`src/rtl/bank_move_pkg.sv`:
```
package bank_move_pkg;
    localparam int unsigned BANK_BITS  = 8;
    localparam int unsigned INDEX_BITS = 16;
    localparam int unsigned BYTE_BITS  = 8;
    localparam int unsigned NARROW_BITS = 8;

    typedef enum logic [1:0] {
        ST_IDLE  = 2'd0,
        ST_READ  = 2'd1,
        ST_WRITE = 2'd2,
        ST_HOLD  = 2'd3
    } move_state_e;
endpackage

```
`src/rtl/bank_move_idx_step.sv`:
```
module bank_move_idx_step #(
    parameter int unsigned IDX_W    = 16,
    parameter int unsigned NARROW_W = 8
) (
    input  logic [IDX_W-1:0] cur,
    input  logic             descend,
    input  logic             narrow,
    output logic [IDX_W-1:0] nxt
);
    logic [IDX_W-1:0] wide_nxt;

    always_comb begin
        wide_nxt = descend ? (cur - 1'b1) : (cur + 1'b1);
    end

    generate
        if (NARROW_W < IDX_W) begin : g_narrow
            logic [NARROW_W-1:0] low_nxt;
            always_comb begin
                low_nxt = descend ? (cur[NARROW_W-1:0] - 1'b1)
                                  : (cur[NARROW_W-1:0] + 1'b1);
                nxt = narrow ? {{(IDX_W-NARROW_W){1'b0}}, low_nxt} : wide_nxt;
            end
        end else begin : g_wide_only
            always_comb begin
                nxt = wide_nxt | {IDX_W{1'b0 & narrow}};
            end
        end
    endgenerate
endmodule

```
`src/rtl/bank_move_count.sv`:
```
module bank_move_count #(
    parameter int unsigned IDX_W = 16
) (
    input  logic [IDX_W-1:0] cur,
    output logic [IDX_W-1:0] nxt,
    output logic             last
);
    always_comb begin
        nxt  = cur - 1'b1;
        last = (cur == '0);
    end
endmodule

```
`src/rtl/bank_move_ctrl.sv`:
```
module bank_move_ctrl
    import bank_move_pkg::*;
(
    input  logic clk,
    input  logic rst_n,
    input  logic start,
    input  logic pause,
    input  logic mem_ready,
    input  logic last,
    output logic load,
    output logic capture,
    output logic step,
    output logic mem_req,
    output logic mem_we,
    output logic busy,
    output logic done,
    output logic paused
);
    typedef struct packed {
        move_state_e state;
        logic        done;
    } ctrl_t;

    ctrl_t ctrl_d, ctrl_q;

    always_comb begin
        ctrl_d      = ctrl_q;
        ctrl_d.done = 1'b0;
        load        = 1'b0;
        capture     = 1'b0;
        step        = 1'b0;
        unique case (ctrl_q.state)
            ST_IDLE: begin
                if (start) begin
                    load         = 1'b1;
                    ctrl_d.state = ST_READ;
                end
            end
            ST_READ: begin
                if (mem_ready) begin
                    capture      = 1'b1;
                    ctrl_d.state = ST_WRITE;
                end
            end
            ST_WRITE: begin
                if (mem_ready) begin
                    step = 1'b1;
                    if (last) begin
                        ctrl_d.state = ST_IDLE;
                        ctrl_d.done  = 1'b1;
                    end else if (pause) begin
                        ctrl_d.state = ST_HOLD;
                    end else begin
                        ctrl_d.state = ST_READ;
                    end
                end
            end
            ST_HOLD: begin
                if (!pause) ctrl_d.state = ST_READ;
            end
            default: ctrl_d.state = ST_IDLE;
        endcase
    end

    always_ff @(posedge clk) begin
        if (!rst_n) begin
            ctrl_q.state <= ST_IDLE;
            ctrl_q.done  <= 1'b0;
        end else begin
            ctrl_q <= ctrl_d;
        end
    end

    assign mem_req = (ctrl_q.state == ST_READ) || (ctrl_q.state == ST_WRITE);
    assign mem_we  = (ctrl_q.state == ST_WRITE);
    assign busy    = (ctrl_q.state != ST_IDLE);
    assign paused  = (ctrl_q.state == ST_HOLD);
    assign done    = ctrl_q.done;

    // an unaccepted request is repeated with the same direction
    assert_req_hold_R4: assert property (@(posedge clk) disable iff (!rst_n)
        (mem_req && !mem_ready) |=> (mem_req && $stable(mem_we)));

    // the hold state is only entered from a completed write
    assert_pause_gap_R8: assert property (@(posedge clk) disable iff (!rst_n)
        paused |-> ($past(ctrl_q.state) == ST_WRITE || $past(ctrl_q.state) == ST_HOLD));

    // done is a single-cycle pulse, seen only when idle
    assert_done_pulse_R9: assert property (@(posedge clk) disable iff (!rst_n)
        done |=> !done);
    assert_done_idle_R9: assert property (@(posedge clk) disable iff (!rst_n)
        done |-> (!busy && !paused));
endmodule

```
`src/rtl/bank_move_engine.sv`:
```
module bank_move_engine
    import bank_move_pkg::*;
#(
    parameter int unsigned BANK_W   = BANK_BITS,
    parameter int unsigned IDX_W    = INDEX_BITS,
    parameter int unsigned DATA_W   = BYTE_BITS,
    parameter int unsigned NARROW_W = NARROW_BITS,
    localparam int unsigned ADDR_W  = BANK_W + IDX_W
) (
    input  logic              clk,
    input  logic              rst_n,
    input  logic              start,
    input  logic              descend,
    input  logic              narrow,
    input  logic [BANK_W-1:0] dst_bank,
    input  logic [BANK_W-1:0] src_bank,
    input  logic [IDX_W-1:0]  x_init,
    input  logic [IDX_W-1:0]  y_init,
    input  logic [IDX_W-1:0]  cnt_init,
    input  logic              pause,
    output logic              mem_req,
    output logic              mem_we,
    output logic [ADDR_W-1:0] mem_addr,
    output logic [DATA_W-1:0] mem_wdata,
    input  logic [DATA_W-1:0] mem_rdata,
    input  logic              mem_ready,
    output logic              busy,
    output logic              done,
    output logic              paused,
    output logic [BANK_W-1:0] dbr_out,
    output logic [IDX_W-1:0]  x_out,
    output logic [IDX_W-1:0]  y_out,
    output logic [IDX_W-1:0]  cnt_out
);
    typedef struct packed {
        logic [BANK_W-1:0] src_bank;
        logic [BANK_W-1:0] dst_bank;
        logic [BANK_W-1:0] dbr;
        logic [IDX_W-1:0]  x;
        logic [IDX_W-1:0]  y;
        logic [IDX_W-1:0]  cnt;
        logic [DATA_W-1:0] dbuf;
        logic              desc;
        logic              nar;
    } dp_t;

    dp_t dp_d, dp_q;

    logic             load, capture, step, last;
    logic [IDX_W-1:0] x_step, y_step, cnt_step;
    logic [IDX_W-1:0] x_load, y_load;

    bank_move_ctrl u_ctrl (
        .clk       (clk),
        .rst_n     (rst_n),
        .start     (start),
        .pause     (pause),
        .mem_ready (mem_ready),
        .last      (last),
        .load      (load),
        .capture   (capture),
        .step      (step),
        .mem_req   (mem_req),
        .mem_we    (mem_we),
        .busy      (busy),
        .done      (done),
        .paused    (paused)
    );

    bank_move_idx_step #(.IDX_W(IDX_W), .NARROW_W(NARROW_W)) u_x_step (
        .cur (dp_q.x), .descend (dp_q.desc), .narrow (dp_q.nar), .nxt (x_step)
    );

    bank_move_idx_step #(.IDX_W(IDX_W), .NARROW_W(NARROW_W)) u_y_step (
        .cur (dp_q.y), .descend (dp_q.desc), .narrow (dp_q.nar), .nxt (y_step)
    );

    bank_move_count #(.IDX_W(IDX_W)) u_count (
        .cur (dp_q.cnt), .nxt (cnt_step), .last (last)
    );

    generate
        if (NARROW_W < IDX_W) begin : g_load_mask
            always_comb begin
                x_load = narrow ? {{(IDX_W-NARROW_W){1'b0}}, x_init[NARROW_W-1:0]} : x_init;
                y_load = narrow ? {{(IDX_W-NARROW_W){1'b0}}, y_init[NARROW_W-1:0]} : y_init;
            end
        end else begin : g_load_plain
            always_comb begin
                x_load = x_init;
                y_load = y_init;
            end
        end
    endgenerate

    always_comb begin
        dp_d = dp_q;
        if (load) begin
            dp_d.src_bank = src_bank;
            dp_d.dst_bank = dst_bank;
            dp_d.dbr      = dst_bank;
            dp_d.x        = x_load;
            dp_d.y        = y_load;
            dp_d.cnt      = cnt_init;
            dp_d.desc     = descend;
            dp_d.nar      = narrow;
        end
        if (capture) begin
            dp_d.dbuf = mem_rdata;
        end
        if (step) begin
            dp_d.x   = x_step;
            dp_d.y   = y_step;
            dp_d.cnt = cnt_step;
        end
    end

    always_ff @(posedge clk) begin
        if (!rst_n) begin
            dp_q <= '0;
        end else begin
            dp_q <= dp_d;
        end
    end

    assign mem_addr  = mem_we ? {dp_q.dst_bank, dp_q.y} : {dp_q.src_bank, dp_q.x};
    assign mem_wdata = dp_q.dbuf;
    assign dbr_out   = dp_q.dbr;
    assign x_out     = dp_q.x;
    assign y_out     = dp_q.y;
    assign cnt_out   = dp_q.cnt;

    // address held while the memory has not accepted
    assert_addr_stable_R4: assert property (@(posedge clk) disable iff (!rst_n)
        (mem_req && !mem_ready) |=> $stable(mem_addr));

    // data bank register tracks the destination bank of the active move
    assert_dbr_dest_R2: assert property (@(posedge clk) disable iff (!rst_n)
        busy |-> (dbr_out == dp_q.dst_bank));

    // high index bytes stay clear in narrow mode
    assert_narrow_hi_R7: assert property (@(posedge clk) disable iff (!rst_n)
        (busy && dp_q.nar) |-> (x_out[IDX_W-1:NARROW_W] == '0 && y_out[IDX_W-1:NARROW_W] == '0));

    // each completed byte lowers the count by one
    assert_cnt_step_R6: assert property (@(posedge clk) disable iff (!rst_n)
        step |=> (cnt_out == $past(cnt_out) - 1'b1));

    // registers are frozen while held
    assert_hold_regs_R8: assert property (@(posedge clk) disable iff (!rst_n)
        paused |=> ($stable(x_out) && $stable(y_out) && $stable(cnt_out)));
endmodule

```
`config.mk`:
```
export PLATFORM = sky130hd
export DESIGN_NAME = bank_move_engine
export DESIGN_NICKNAME = d
export VERILOG_FILES = /design/src/rtl/bank_move_pkg.sv /design/src/rtl/bank_move_idx_step.sv /design/src/rtl/bank_move_count.sv /design/src/rtl/bank_move_ctrl.sv /design/src/rtl/bank_move_engine.sv
export SDC_FILE = /design/constraint.sdc
export NUM_CORES = 1
export LEC_CHECK = 0
export BUFFER_PORTS_ARGS = -buffer_cell sky130_fd_sc_hd__buf_2
export CAP_MARGIN = 20
export CORE_ASPECT_RATIO = 0.5
export CORE_UTILIZATION = 53
export CTS_CLUSTER_DIAMETER = 60
export DETAILED_ROUTE_END_ITERATION = 8
export HOLD_SLACK_MARGIN = 0.12
export PLACE_DENSITY = 0.88
export SYNTH_ARGS = -nofsm -noshare
export SYNTH_HDL_FRONTEND = slang
export SYNTH_SLANG_ARGS = --single-unit
```
`constraint.sdc`:
```
create_clock -name clk -period 3.7 [get_ports clk]
set_input_delay 0.555 -clock clk [delete_from_list [all_inputs] [get_ports clk]]
set_output_delay 0.555 -clock clk [all_outputs]
set_load 0.01 [all_outputs]
```
# Yosys cells after proc, flatten, opt, wreduce, memory -nomap -nowiden
# Cells that the tools add are included.
# word_totals
reg_bits	77
in_bits	79
elab_cells	57
# op_classes
n_addsub	9
eq_ne	7
mux	24
reduce_logical	7
# ops
operator	n
2-to-1 mux 16 bit	6
2-to-1 mux 48 bit	2
subtractor 16 x 1 -> 16 bit, second input constant	3
adder 16 x 1 -> 16 bit, second input constant	2
2-to-1 mux 24 bit	1
adder 8 x 1 -> 8 bit, second input constant	2
zero test 16 bit	1
2-to-1 mux 8 bit	2
subtractor 8 x 1 -> 8 bit, second input constant	2
2-to-1 mux 2 bit	5
one-hot mux 2 bit (4 select lines)	1
2-to-1 mux 1 bit	6
inequality test 2 bit, second input constant	3
== test 2 bit, second input constant	2
AND reduction 4 bit	1
nonzero test 2 bit	2
2-to-1 mux 3 bit	1
AND reduction 3 bit	1
== test 2 x 1 -> 1 bit, second input constant	1
zero test 2 bit	1
inequality test 2 x 1 -> 1 bit, second input constant	1
logical OR 1 bit	1

# Logic depth before layout (Yosys ltp)
# Gate-level depths: netlist (run 1).
# depth
ltp_word	4
mapped_depth	10
depth_no_buf	8

# Cells and area by module
# Synthesis (run 1) repeated with hierarchy kept, for this count alone.
# unflattened
cells_unflattened	704
hier_area_um2	6526.3
# by_module_without_submodules
mod	n_inst	cells_each	area_per_inst_um2
bank_move_engine	1	406	4351.7
bank_move_idx_step at u_y_step	1	121	843.3
bank_move_idx_step at u_x_step	1	112	807.0
bank_move_count	1	38	275.3
bank_move_ctrl	1	27	249.0

# Worst setup path before layout (run 1)
# No wires, ideal clock.
# synth_path
path_type	flip-flop to flip-flop
startpoint	register dp_q[1] (netlist name)
endpoint	register dp_q, in the netlist y_out[14]
setup_ns	0.063
arrival_ns	2.627
required_time_ns	3.637
slack_ns	1.010
stages_incl_launch_ff	9
synth_period_minus_slack_ns	2.690
cell_sequence	dfxtp_1 inv_1 fa_1 nor2b_1 o211ai_1 a31oi_1 o22ai_1 or4_1 nand3_1
# synth_via
elab_chain_len	3
# synth_lines
element	line	source
start, declared	bank_move_engine.sv:47	dp_t dp_d, dp_q;
start signal, assigned	bank_move_engine.sv:122	dp_q <= dp_d;
2-to-1 mux 16 bit	bank_move_idx_step.sv:13	wide_nxt = descend ? (cur - 1'b1) : (cur + 1'b1);
2-to-1 mux 16 bit	bank_move_idx_step.sv:22	nxt = narrow ? {{(IDX_W-NARROW_W){1'b0}}, low_nxt} : wide_nxt;
2-to-1 mux 48 bit	bank_move_engine.sv:111	if (step) begin
# No other way between the ends.
# A chain may end at the register's enable or synchronous reset.

# Final worst setup path (run 1)
# Same ends and word-level chain as after synthesis.

==> results of run 1 <==
sequential cells by signal (all words and copies together), names as in the netlist:
| signal | count |
|---|---|
| y_out | 16 |
| mem_wdata | 8 |
| u_ctrl.ctrl_q | 2 |
| u_ctrl.done | 1 |
| dbr_out | 8 |
| x_out | 16 |
| dp_q | 10 |
| cnt_out | 16 |
layout by cell type, fill, tap and decap left out, types with 3 or more instances in the layout:
| cell | n |
|---|---|
| o21a_1 | 4 |
| nor2_1 | 41 |
| or3_1 | 9 |
| mux2_2 | 22 |
| o22ai_1 | 7 |
| a311oi_1 | 12 |
| a31oi_1 | 9 |
| buf_4 | 12 |
| xnor2_1 | 11 |
| or4_1 | 3 |
| and2_1 | 5 |
| a22oi_1 | 8 |
| and3_1 | 6 |
| a21oi_1 | 59 |
| buf_2 | 171 |
| a21boi_0 | 17 |
| o21ai_0 | 25 |
| a221oi_1 | 5 |
| ha_1 | 33 |
| o211ai_1 | 11 |
| nor3_1 | 9 |
| dfxtp_1 | 77 |
| o221a_2 | 3 |
| nand2_1 | 116 |
| clkbuf_16 | 9 |
| nand4_1 | 6 |
| inv_1 | 15 |
| nor2b_1 | 6 |
| xor2_1 | 10 |
| nor4_1 | 3 |
| a21o_1 | 15 |
| nand3_1 | 19 |
| a211oi_1 | 8 |
power by group through the flow:
stage / Clock [mW] / Combinational (mW) / Sequential, mW
final: 0.856 / 0.911 / 1.03
after global routing: 0.906 / 1.01 / 1.04
after CTS: 0.866 / 0.905 / 1.02
after detailed placement: 0 / 0.899 / 1.04
after global placement: 0 / 0.876 / 1.04
after floorplan: 0 / 0.711 / 1.01
per-layer routing:
metal	up-vias	GRT usage, %	wire length (microns)
met2	248	44.86	7166
li1	2688	-	-
met5	-	0	0
met3	29	6.258	1327
met4	0	9.278	273
met1	2623	37.51	6768
cell usage after synthesis, types with 3 or more instances:
| master | number |
|---|---|
| a211oi_1 | 8 |
| a21boi_0 | 17 |
| a21o_1 | 15 |
| a21oi_1 | 59 |
| a221oi_1 | 5 |
| a22oi_1 | 8 |
| a311oi_1 | 12 |
| a31oi_1 | 9 |
| and2_1 | 5 |
| and3_1 | 6 |
| buf_1 | 5 |
| buf_4 | 65 |
| clkbuf_1 | 28 |
| dfxtp_1 | 77 |
| ha_1 | 33 |
| inv_1 | 15 |
| mux2_2 | 22 |
| nand2_1 | 116 |
| nand3_1 | 19 |
| nand4_1 | 6 |
| nor2_1 | 41 |
| nor2b_1 | 6 |
| nor3_1 | 9 |
| nor4_1 | 3 |
| o211ai_1 | 11 |
| o21a_1 | 4 |
| o21ai_0 | 25 |
| o221a_2 | 3 |
| o22ai_1 | 7 |
| or3_1 | 9 |
| or4_1 | 3 |
| xnor2_1 | 11 |
| xor2_1 | 10 |
final cells by class:
class	instances	area share, %
Clock inverter	4	0.5107
Inverter	16	0.9428
Clock buffer	12	4.027
Multi-Input combinational cell	520	52.72
Sequential cell	77	24.20
Timing Repair Buffer	183	14.85
Tap cell	140	2.750
per-stage QoR:
stage	area (sq um)	power (mW)	hold slack, ns	setup slack, ns	std cells
global placement	6081	1.914	0.4416	0.9293	936
CTS	6370	2.796	0.4399	0.8384	952
floorplan	5582	1.720	0.4338	1.010	713
finish	6370	2.795	0.4492	0.8018	952
global route	6370	2.955	0.4506	0.5838	952
detailed placement	6081	1.941	0.4529	0.8646	936
cells by family after synthesis:
| family | after synthesis | synth area share (%) |
|---|---|---|
| AND/OR/NAND/NOR | 238 | 19.82 |
| AO/OA/AOI/OAI | 203 | 24.32 |
| buffers and inverters | 116 | 12.22 |
| flip-flops | 77 | 27.62 |
| adder cells (fa/ha/maj) | 35 | 8.115 |
| multiplexers | 23 | 4.618 |
| XOR/XNOR | 21 | 3.295 |
worst max-delay path, delay by kind of cell, from the launching register on:
family | cells | cell delay [ns]
adders and majority gates | 1 | 0.46
buffers and inverters | 1 | 0.19
DFF | 1 | 0.83
AOI/OAI and AO/OA | 3 | 0.67
and+or+nand+nor | 3 | 0.70
how the worst max path moves through the flow:
stage	from	to	depth (start not counted)
floorplan	dp_q[1]	y_out[14]	8
global placement	dp_q[1]	y_out[14]	8
detailed placement	dp_q[1]	y_out[14]	8
CTS	dp_q[1]	y_out[14]	8
global route	dp_q[1]	y_out[14]	8
finish	dp_q[1]	y_out[14]	8
==> run_results.csv, run 1 <==
group,metric,value,unit
synth,synth-seq-cells,77,
floorplan,die_w,147.1,microns
global_route,grt_use_total,27.89,%
sta,worstMarginPinSlew,0.7878,ns
sta,hold_violations,0,
sta,fin_crit_sh,78.33,%
sta,period_needed,2.898,ns
sta,fin_tns_setup,0,ns
floorplan,coreArea,0.01021,sq mm
placed_design,dp_hpwl,11430,microns
synth,avgSynthCellArea,7.828,sq um
power_and_ir_drop,intPower,1.789,mW
routing,drt_wl_total,15540,microns
hold_path,whs_endpoint,"dbr_out[3]",
sta,setup_violations,0,
power_and_ir_drop,pwr-share-seq,36.8,%
cts,cts_setup_buffers,0,
power_and_ir_drop,peakVddDrop,0.0002999,V
cts,clock-sinks,77,
finish,nets,921,
finish,area_growth,14.12,%
cts,cts_made_buffers,9,
hold_path,min_from,"dst_bank[3]",
synth,syn-num-nets,827,
routing,dr.pass1.iters,5,
floorplan,initial_core_util,54.64,%
worst_setup_path,end_kind,"flop",
power_and_ir_drop,power_density,438.8,mW/mm^2
sta,slew_headroom,47.41,%
global_route,antenna_found_initial,0,
synth,synth.area.top_cells,"dfxtp_1 28%, buf_4 8.7%, nand2_1 7.8%",
outcome,status,"complete, no violations",
synth,seq_area_frac_synth,27.62,%
finish,antenna_cells,0,
power_and_ir_drop,cellLeakagePower,3.030,nW
worst_setup_path,crit_type,"reg2reg",
routing,drtIter0Drc,459,
sta,skew,0.005950,ns
synth,yosys.area.top_type,"dfxtp_1",
finish,post-route-util,62.36,%
worst_setup_path,worstPathArrival,3.18,ns
placed_design,port_buffers,171,
routing,wire_per_inst,16.32,microns
global_route,grt-ovfl-total,0,
floorplan,ioPinCount,172,
cts,cts_tree,"yes",
global_route,grt_pass1_wl,24310,microns
cts,ctsHoldBuffers,0,
power_and_ir_drop,p_clk_share,30.6,%
sta,rsz0062_at_grt,"false",
routing,ant_nets,0,
worst_setup_path,rr_worst_depth,8,
worst_setup_path,reg2reg_from,"dp_q[1]",
floorplan,dieArea,0.01097,sq mm
worst_setup_path,timing.rr.end,"y_out[14]",
routing,drcViolationCount,0,
synth,syn_inst,713,
worst_setup_path,path_cells,"inv_1, fa_1, nor2b_1, o211ai_1, a31oi_1, o22ai_1, or4_1, nand3_1",
synth,netlist_area,0.005582,sq mm
cts,post_cts_resized,0,
worst_setup_path,cp_max_fo,21,
finish,fillers,913,
placed_design,place_congestion,0.9482,
worst_setup_path,max_stage_delay,0.83,ns
global_route,grt_pass1_vias,4912,
routing,num_vias,5588,
global_route,grt_max_degree,44,
cts,clockRootBuffer,"clkbuf_16",
cts,clk_latency,0.34,ns
worst_setup_path,cpMaxStageDelayCell,"dfxtp_1",
synth,synth_top_area_share,27.62,%
hold_path,whs_path_depth,3,
floorplan,num_rows,26,
routing,vias_per_cell,5.870,
worst_setup_path,reg2reg_setup_slack,0.80,ns
synth,synth_top_flop_cell,"dfxtp_1",
power_and_ir_drop,combPwrFrac,32.6,%
finish,drive_gt1_share,28.82,%
cts,cts.path.max_buffers,2,
hold_path,min_path_type,"in2reg",
synth,yosys_warnings,0,
sta,max_freq,345.0,MHz
cts,htree_levels,3,
finish,seqCellArea,0.001541,sq mm
synth,synthArstFlopShare,0,%
worst_setup_path,cp.required,3.98,ns
cts,path_clk_slew,0.06,ns
worst_setup_path,critPathLaunchType,"flop",
synth,synth_edf_count,0,
power_and_ir_drop,p_switching,1.006,mW
power_and_ir_drop,p_sw_share,35.99,%
floorplan,die_y,74.57,microns
sta,report.final.slew_viol_count,0,
finish,multi_input_area,0.003358,sq mm
synth,ys_types,64,
flow_run,maxCapViolCount,0,
No activity file was read; power rests on OpenSTA's default activity.
==> inputs of run 2 (changes only) <==
clock period = 3.02 ns   (was 3.7 ns; I/O delays follow)
==> run_results.csv, run 2 (synthesis gave the netlist of run 1 again) <==
group,metric,value,unit
routing,drt_wl_total,16030,microns
power_and_ir_drop,p_switching,1.227,mW
cts,clockRootBuffer,"clkbuf_16",
routing,drcViolationCount,0,
power_and_ir_drop,p_sw_share,33.60,%
placed_design,place_congestion,0.9288,
worst_setup_path,worstPathArrival,2.16,ns
sta,skew,0.007256,ns
worst_setup_path,rr_worst_depth,8,
routing,vias_per_cell,5.943,
floorplan,dieArea,0.01097,sq mm
sta,report.final.slew_viol_count,0,
cts,post_cts_resized,0,
floorplan,initial_core_util,54.64,%
power_and_ir_drop,combPwrFrac,31.1,%
worst_setup_path,critPathLaunchType,"flop",
cts,path_clk_slew,0.06,ns
sta,setup_violations,0,
global_route,grt_pass1_vias,5144,
hold_path,min_path_type,"in2reg",
power_and_ir_drop,p_clk_share,34.6,%
cts,clk_latency,0.34,ns
sta,rsz0062_at_grt,"false",
sta,slew_headroom,57.10,%
finish,multi_input_area,0.003358,sq mm
global_route,grt_pass1_wl,24810,microns
worst_setup_path,end_kind,"primary output",
placed_design,place_ws,0.5530,ns
placed_design,dp_hpwl,11640,microns
routing,ant_nets,0,
placed_design,port_buffers,171,
sta,period_needed,2.617,ns
finish,antenna_cells,0,
routing,dr.pass1.iters,5,
power_and_ir_drop,pwr-share-seq,34.4,%
worst_setup_path,reg2reg_setup_slack,0.41,ns
floorplan,die_w,147.1,microns
cts,cts_made_buffers,9,
global_route,antenna_found_initial,0,
finish,layout_common_cells,"171 x buf_2, 116 x nand2_1, 77 x dfxtp_1",
cts,cts_setup_buffers,0,
sta,max_freq,382.2,MHz
power_and_ir_drop,peakVddDrop,0.0003365,V
cts,htree_levels,3,
worst_setup_path,crit_type,"reg2out",
finish,area_growth,15.74,%
cts,cts.path.max_buffers,2,
sta,fin_ws,0.4033,ns
power_and_ir_drop,power_density,565.2,mW/mm^2
finish,fillers,911,
sta,worstMarginPinSlew,0.6412,ns
cts,cts_tree,"yes",
sta,hold_violations,0,
finish,final_common_cell,"buf_2",
hold_path,whs_path_depth,3,
cts,clock-sinks,77,
sta,fin_tns_setup,0,ns
power_and_ir_drop,cellLeakagePower,3.086,nW
global_route,grt_use_total,28.47,%
finish,seqCellArea,0.001541,sq mm
sta,fin_crit_sh,86.65,%
floorplan,num_rows,26,
finish,drive_gt1_share,29.13,%
global_route,grt_max_degree,37,
outcome,status,"complete, no violations",
finish,nets,926,
routing,num_vias,5687,
routing,drtIter0Drc,428,
global_route,grt-ovfl-total,0,
worst_setup_path,cp.required,2.57,ns
cts,ctsHoldBuffers,0,
flow_run,maxCapViolCount,0,
power_and_ir_drop,intPower,2.425,mW
floorplan,coreArea,0.01021,sq mm
worst_setup_path,cp_max_fo,22,
floorplan,ioPinCount,172,
floorplan,die_y,74.57,microns
routing,wire_per_inst,16.75,microns
-- run 2: cell count changes in the layout (fill, tap and decap cells not counted), sizes merged --
| cell | delta |
|---|---|
| buf | +5 |
| clkinvlp | -2 |
| bufinv | +3 |
| clkinv | -1 |
-- run 2: final timing paths --
kind                     from      endpoint
max reg2reg           dp_q[1]     y_out[14]
min reg2reg      mem_wdata[2]  mem_wdata[2]
min               dst_bank[1]    dbr_out[1]
max          u_ctrl.ctrl_q[1]   mem_addr[7]
-- run 2: power by group through the flow --
stage | clock, mW | combinational, mW | sequential, mW
3_3_place_gp | 0 | 1.09 | 1.27
4_1_cts | 1.26 | 1.12 | 1.25
6_report | 1.26 | 1.13 | 1.26
5_1_grt | 1.32 | 1.25 | 1.27
3_5_place_dp | 0 | 1.11 | 1.27
2_1_floorplan | 0 | 0.871 | 1.24
-- run 2: stage by stage --
stage / instances / hold WS (ns) / power [mW] / util (%) / instance area (sq um)
after global placement: 941 / 0.4396 / 2.353 / 59.90 / 6118
after detailed placement: 941 / 0.4475 / 2.382 / 59.90 / 6118
after global routing: 957 / 0.3652 / 3.839 / 63.24 / 6460
after CTS: 957 / 0.3484 / 3.637 / 63.24 / 6460
after floorplan: 713 / 0.4338 / 2.108 / - / 5582
final: 957 / 0.3523 / 3.651 / 63.24 / 6460
-- run 2: area by class of cell --
| class | count | area share [%] |
|---|---|---|
| timing repair buffer | 188 | 15.22 |
| tap | 140 | 2.712 |
| inverter | 16 | 0.9297 |
| sequential | 77 | 23.86 |
| multi-input combinational | 520 | 51.99 |
| clock buffer | 12 | 3.816 |
| clock inverter | 4 | 1.472 |
-- run 2: critical path: stages (launching register included) --
cell and delay (ns):
dfxtp_1 0.34, inv_1 0.09, ha_1 0.46, buf_4 0.41, mux2_2 0.38, buf_2 0.14
-- run 2: metal layers --
metal / wire length [microns] / part of all wire [%] / up-vias / track usage [%]
met1: 6862 / 43 / 2697 / 35.95
met2: 7401 / 46 / 244 / 47.69
met4: 360 / 2.2 / 0 / 10.88
met5: 0 / 0 / - / 0.8333
li1: - / - / 2708 / -
met3: 1408 / 8.8 / 38 / 7.178
